File: config.mk
export PLATFORM = sky130hd
export DESIGN_NAME = split_ripple_counter
export DESIGN_NICKNAME = d
export VERILOG_FILES = /design/src/rtl/src_pkg.sv /design/src/rtl/src_fall_detect.sv /design/src/rtl/src_toggle_stage.sv /design/src/rtl/src_ripple_section.sv /design/src/rtl/split_ripple_counter.sv
export SDC_FILE = /design/constraint.sdc
export NUM_CORES = 1
export LEC_CHECK = 0
export ABC_AREA = 1
export BUFFER_PORTS_ARGS = -buffer_cell sky130_fd_sc_hd__buf_2
export CORE_AREA = 2 2 39 41
export DETAILED_ROUTE_END_ITERATION = 16
export DIE_AREA = 0 0 41 43
export HOLD_SLACK_MARGIN = 0.05
export PLACE_DENSITY = 0.47
export RECOVER_POWER = 100
export SYNTH_ARGS = -nofsm -noshare
export SYNTH_HDL_FRONTEND = slang
export SYNTH_SLANG_ARGS = --single-unit
File: constraint.sdc
create_clock -name clk -period 0.8 [get_ports clk]
set_input_delay 0.16 -clock clk [delete_from_list [all_inputs] [get_ports clk]]
set_output_delay 0.16 -clock clk [all_outputs]
set_load 0.03 [all_outputs]
File: src/rtl/src_pkg.sv
package src_pkg;

    // Last sampled level of a count input (edge watcher)
    typedef enum logic {
        LVL_LOW  = 1'b0,
        LVL_HIGH = 1'b1
    } lvl_state_e;

    // Value held by one divide-by-two stage
    typedef enum logic {
        TGL_LOW  = 1'b0,
        TGL_HIGH = 1'b1
    } tgl_state_e;

endpackage

File: src/rtl/src_fall_detect.sv
module src_fall_detect
    import src_pkg::*;
(
    input  logic clk,
    input  logic arst_n,
    input  logic lvl_i,
    output logic fall_o
);

    lvl_state_e state_q;
    lvl_state_e state_d;

    // Next-state logic: follow the sampled level
    always_comb begin
        state_d = state_q;
        unique case (state_q)
            LVL_LOW:  if (lvl_i)  state_d = LVL_HIGH;
            LVL_HIGH: if (!lvl_i) state_d = LVL_LOW;
        endcase
    end

    // State register
    always_ff @(posedge clk or negedge arst_n) begin
        if (!arst_n) state_q <= LVL_LOW;
        else         state_q <= state_d;
    end

    // Output logic: a high-to-low step gives a one-cycle advance
    always_comb begin
        fall_o = 1'b0;
        unique case (state_q)
            LVL_LOW:  fall_o = 1'b0;
            LVL_HIGH: fall_o = !lvl_i;
        endcase
    end


    fall_pulse_chk: assert property (@(posedge clk) disable iff (!arst_n)
        fall_o |=> !fall_o);

endmodule

File: src/rtl/src_toggle_stage.sv
module src_toggle_stage
    import src_pkg::*;
(
    input  logic clk,
    input  logic arst_n,
    input  logic adv_i,
    output logic q_o
);

    tgl_state_e state_q;
    tgl_state_e state_d;

    // Next-state logic: flip on advance, hold otherwise
    always_comb begin
        state_d = state_q;
        if (adv_i) begin
            unique case (state_q)
                TGL_LOW:  state_d = TGL_HIGH;
                TGL_HIGH: state_d = TGL_LOW;
            endcase
        end
    end

    // State register, cleared asynchronously
    always_ff @(posedge clk or negedge arst_n) begin
        if (!arst_n) state_q <= TGL_LOW;
        else         state_q <= state_d;
    end

    // Output logic
    always_comb begin
        q_o = 1'b0;
        unique case (state_q)
            TGL_LOW:  q_o = 1'b0;
            TGL_HIGH: q_o = 1'b1;
        endcase
    end


    toggle_on_adv_chk: assert property (@(posedge clk) disable iff (!arst_n)
        adv_i |=> (q_o != $past(q_o)));


    hold_no_adv_chk: assert property (@(posedge clk) disable iff (!arst_n)
        !adv_i |=> $stable(q_o));

endmodule

File: src/rtl/src_ripple_section.sv
module src_ripple_section #(
    parameter int STAGES = 3
) (
    input  logic              clk,
    input  logic              in_rst_n,
    input  logic              chain_rst_n,
    input  logic              tick_i,
    output logic [STAGES-1:0] q_o
);

    logic [STAGES-1:0] src;
    logic [STAGES-1:0] adv;

    for (genvar i = 0; i < STAGES; i++) begin : g_stage
        if (i == 0) begin : g_entry
            // The input watcher keeps tracking through a clear so that
            // transitions seen during the clear are consumed
            assign src[i] = tick_i;
            src_fall_detect u_edge (
                .clk    (clk),
                .arst_n (in_rst_n),
                .lvl_i  (src[i]),
                .fall_o (adv[i])
            );
        end else begin : g_link
            assign src[i] = q_o[i-1];
            src_fall_detect u_edge (
                .clk    (clk),
                .arst_n (chain_rst_n),
                .lvl_i  (src[i]),
                .fall_o (adv[i])
            );


            ripple_order_chk: assert property (@(posedge clk) disable iff (!chain_rst_n)
                $fell(q_o[i-1]) |=> (q_o[i] != $past(q_o[i])));
        end

        src_toggle_stage u_bit (
            .clk    (clk),
            .arst_n (chain_rst_n),
            .adv_i  (adv[i]),
            .q_o    (q_o[i])
        );
    end

endmodule

File: src/rtl/split_ripple_counter.sv
module split_ripple_counter #(
    parameter int HEAD_STAGES = 1,
    parameter int TAIL_STAGES = 3
) (
    input  logic                               clk,
    input  logic                               rst_n,
    input  logic                               cnt_in_head,
    input  logic                               cnt_in_tail,
    input  logic                               clr_a,
    input  logic                               clr_b,
    output logic [HEAD_STAGES+TAIL_STAGES-1:0] cnt_q
);

    localparam int CNT_W = HEAD_STAGES + TAIL_STAGES;

    logic                   clr_req;
    logic                   chain_rst_n;
    logic [HEAD_STAGES-1:0] head_q;
    logic [TAIL_STAGES-1:0] tail_q;

    // Both legs must be high; the request overrides every stage
    assign clr_req     = clr_a & clr_b;
    assign chain_rst_n = rst_n & ~clr_req;

    src_ripple_section #(.STAGES(HEAD_STAGES)) u_head (
        .clk         (clk),
        .in_rst_n    (rst_n),
        .chain_rst_n (chain_rst_n),
        .tick_i      (cnt_in_head),
        .q_o         (head_q)
    );

    src_ripple_section #(.STAGES(TAIL_STAGES)) u_tail (
        .clk         (clk),
        .in_rst_n    (rst_n),
        .chain_rst_n (chain_rst_n),
        .tick_i      (cnt_in_tail),
        .q_o         (tail_q)
    );

    assign cnt_q = {tail_q, head_q};


    clear_zero_chk: assert property (@(posedge clk)
        !chain_rst_n |-> (cnt_q == CNT_W'(0)));

endmodule

==> flow_summary_export.csv <==
group,metric,value,unit
run_status,status,"complete, but fails checks",
run_status,violations,"setup timing",
placement,hpwlAfterDp,351.2,um
clocking,cts-buffers-inserted,3,
yosys,synth_common_cells,"nand2_1 (12), dfrtp_1 (8), inv_1 (6)",
worst_setup_path,reg2reg_slack,-60,ps
final_layout,area_growth,52.31,%
hold_path,hp-class,"in2reg",
clocking,cts_root_buf,"clkbuf_4",
yosys,synth_top_area_cell,"dfrtp_1",
sta,min_period,933.4,ps
yosys,syn_nets,41,
placement,gp_congestion,0.5947,
sta,rsz0062_at_grt,"yes",
floorplanning,io_pins,10,
placement,io_buffers,9,
clocking,cts_max_path_buffers,2,
hold_path,hold_end,"u_tail.g_stage[0].u_bit.state_q$_DFFE_PN0P_",
global_route,grt_pass1_vias,228,
placement,place_inst,57,
worst_setup_path,timing_worst_setup_path_type,"reg2out",
worst_setup_path,crit_required,640,ps
worst_setup_path,critPathMaxFanout,2,
sta,fmax,1.071,GHz
sta,slew_headroom,85.98,%
global_route,grtUsageTotal,8.502,%
yosys,ys_seq_area_share,61.54,%
yosys,synth_area_leaders,"dfrtp_1 (62%), nand2_1 (14%), buf_4 (9.2%)",
floorplanning,die_w,41,um
floorplanning,die_area,1763,um^2
worst_setup_path,start_kind,"register",
yosys,synth_most_common_cell,"nand2_1",
worst_setup_path,end_kind,"output pin",
power,ir_worst_vdd,899.9,uV
worst_setup_path,worstSetupStartpoint,"u_tail.g_stage[0].u_bit.state_q$_DFFE_PN0P_",
yosys,async_flop_share,100.0,%
routing,drc,0,
sta,tns,-606.6,ps
clocking,clock_latency,250,ps
sta,drv_slew,0,
yosys,synth_cells,35,
worst_setup_path,r2r_start,"u_tail.g_stage[1].u_bit.state_q$_DFFE_PN0P_",
worst_setup_path,slowest_stage,"dfrtp_1",
yosys,synth_edf_count,0,
routing,via_per_inst,3.681,
worst_setup_path,crit_chain,"buf_6",
yosys,syn_avg_cell_area,9.295,um^2
sta,finalSetupViolations,6,
power,power_density,3042,nW/um^2
global_route,grt_max_degree,7,
global_route,grt_pass1_wl,883,um
sta,hold_violations,0,
yosys,yosysTopAreaCellShare,61.54,%
worst_setup_path,critical_path.top_delay_family,"flip-flops",
job,maxCapViolCount,0,
global_route,overflow,0,
yosys,syn_area,325.3,um^2
sta,fin_crit_sh,116.7,%
final_layout,layout.nets,61,
final_layout,fill_cells,138,
worst_setup_path,crit_arrival,770,ps
worst_setup_path,r2r_cells,4,
yosys,ys_types,6,
clocking,clk_pin_slew,50,ps
routing,ant_nets,0,
worst_setup_path,max_stage_delay,380,ps
routing,wl_per_cell,8.087,um
yosys,synth_ff_type,"dfrtp_1",
floorplanning,dieHeight,43,um
power,p_leak,0.2664,nW
clocking,cts_tree,"done",
worst_setup_path,critPathBufInv,1,
sta,postLayoutSetupSlackWorst,-133.4,ps
routing,wl,558,um
global_route,antenna_found_initial,0,
worst_setup_path,r2r-end,"u_tail.g_stage[2].u_bit.state_q$_DFFE_PN0P_",
sta,whs,192.2,ps
clocking,cts.sinks,8,
sta,skew,4.495,ps
floorplanning,core_area,1384,um^2
sta,tightest_slew,210.2,ps
final_layout,antenna_cells,0,
floorplanning,rows,14,
yosys,synth-seq-cells,8,
routing,drtIter0Drc,5,
floorplanning,initial_utilization,23.51,%
routing,vias,254,
final_layout,layoutNonFillerInstCount,69,
routing,drtPass1Iterations,3,
hold_path,min_from,"cnt_in_tail",
final_layout,drive_gt1_share,33.96,%
yosys,yosys_warnings,0,
clocking,cts-htree-levels,1,
hold_path,min_path_cells,4,
## placed cells by master, fill, tap and decap left out
cell type	Yosys	routed
a21boi_0	1	1
buf_2	0	4
buf_4	4	4
buf_6	0	4
clkbuf_1	0	2
clkbuf_4	0	3
dfrtp_1	8	8
dlygate4sd3_1	0	5
inv_1	6	4
inv_2	0	1
inv_4	0	1
nand2_1	12	11
nand2_2	0	1
nand3_1	4	4
## kinds of logic after synthesis
group                  after synthesis  share of synthesized area, %
and+or+nand+nor                     16                         20.00
AOI/OAI and AO/OA                    1                         2.309
buffers and inverters               10                         16.15
DFF                                  8                         61.54
## metal layers
layer | share of wire (%) | track usage (%) | vias to the layer above
met5 | 0 | 0 | -
met4 | 0 | 4.000 | 0
met3 | 7.7 | 7.853 | 0
met2 | 51 | 11.25 | 10
met1 | 41 | 8.911 | 106
li1 | - | - | 138
## sequential cells by signal, indices dropped and copies added, names as in the netlist
signal                                 flops
u_tail.g_stage.g_link.u_edge.state_q       2
u_tail.g_stage.u_bit.state_q               3
u_tail.g_stage.g_entry.u_edge.state_q      1
u_head.g_stage.g_entry.u_edge.state_q      1
u_head.g_stage.u_bit.state_q               1
## layout make-up
class,instances,area (um^2),share of cell area (%)
Sequential cell,8,200.2,40.40
Timing Repair Buffer,19,152.6,30.81
Multi-Input combinational cell,17,75.07,15.15
Inverter,6,25.02,5.051
Clock buffer,3,22.52,4.545
Tap cell,16,20.02,4.040
## power breakdown
part	internal (mW)	total (mW)	switching (mW)
Clock	0.171	0.297	0.127
Sequential	0.517	0.583	0.0662
Combinational	0.293	0.627	0.334
Total	0.980	1.51	0.527
## worst max-delay path by stage
stage | end | slack (ps) | depth (start not counted)
2_1_floorplan | cnt_q[1] | 100 | 1
3_3_place_gp | u_tail.g_stage[2].u_bit.state_q$_DFFE_PN0P_ | 40 | 4
3_5_place_dp | u_tail.g_stage[2].u_bit.state_q$_DFFE_PN0P_ | 30 | 4
4_1_cts | cnt_q[1] | -150 | 1
5_1_grt | cnt_q[1] | -180 | 1
6_report | cnt_q[1] | -130 | 1
## metrics by stage
stage / util, % / setup slack [ps] / total power [mW] / cell area [um^2]
after floorplan: - / 97.39 / 0.9699 / 325.3
after global placement: 26.58 / 41.42 / 0.9890 / 367.9
after global routing: 35.80 / -176.5 / 1.617 / 495.5
final: 35.80 / -133.4 / 1.507 / 495.5
after CTS: 35.80 / -147.6 / 1.532 / 495.5
after detailed placement: 26.58 / 32.97 / 0.9946 / 367.9
## timing repair
item	in CTS	in global routing
setup buffers	4	0
resized for setup	10	3
setup endpoints to repair	4	7
hold endpoints to repair	10	0
pin swaps	0	0
hold buffers	5	0
Note: power is estimated with default switching activity, not from simulation.
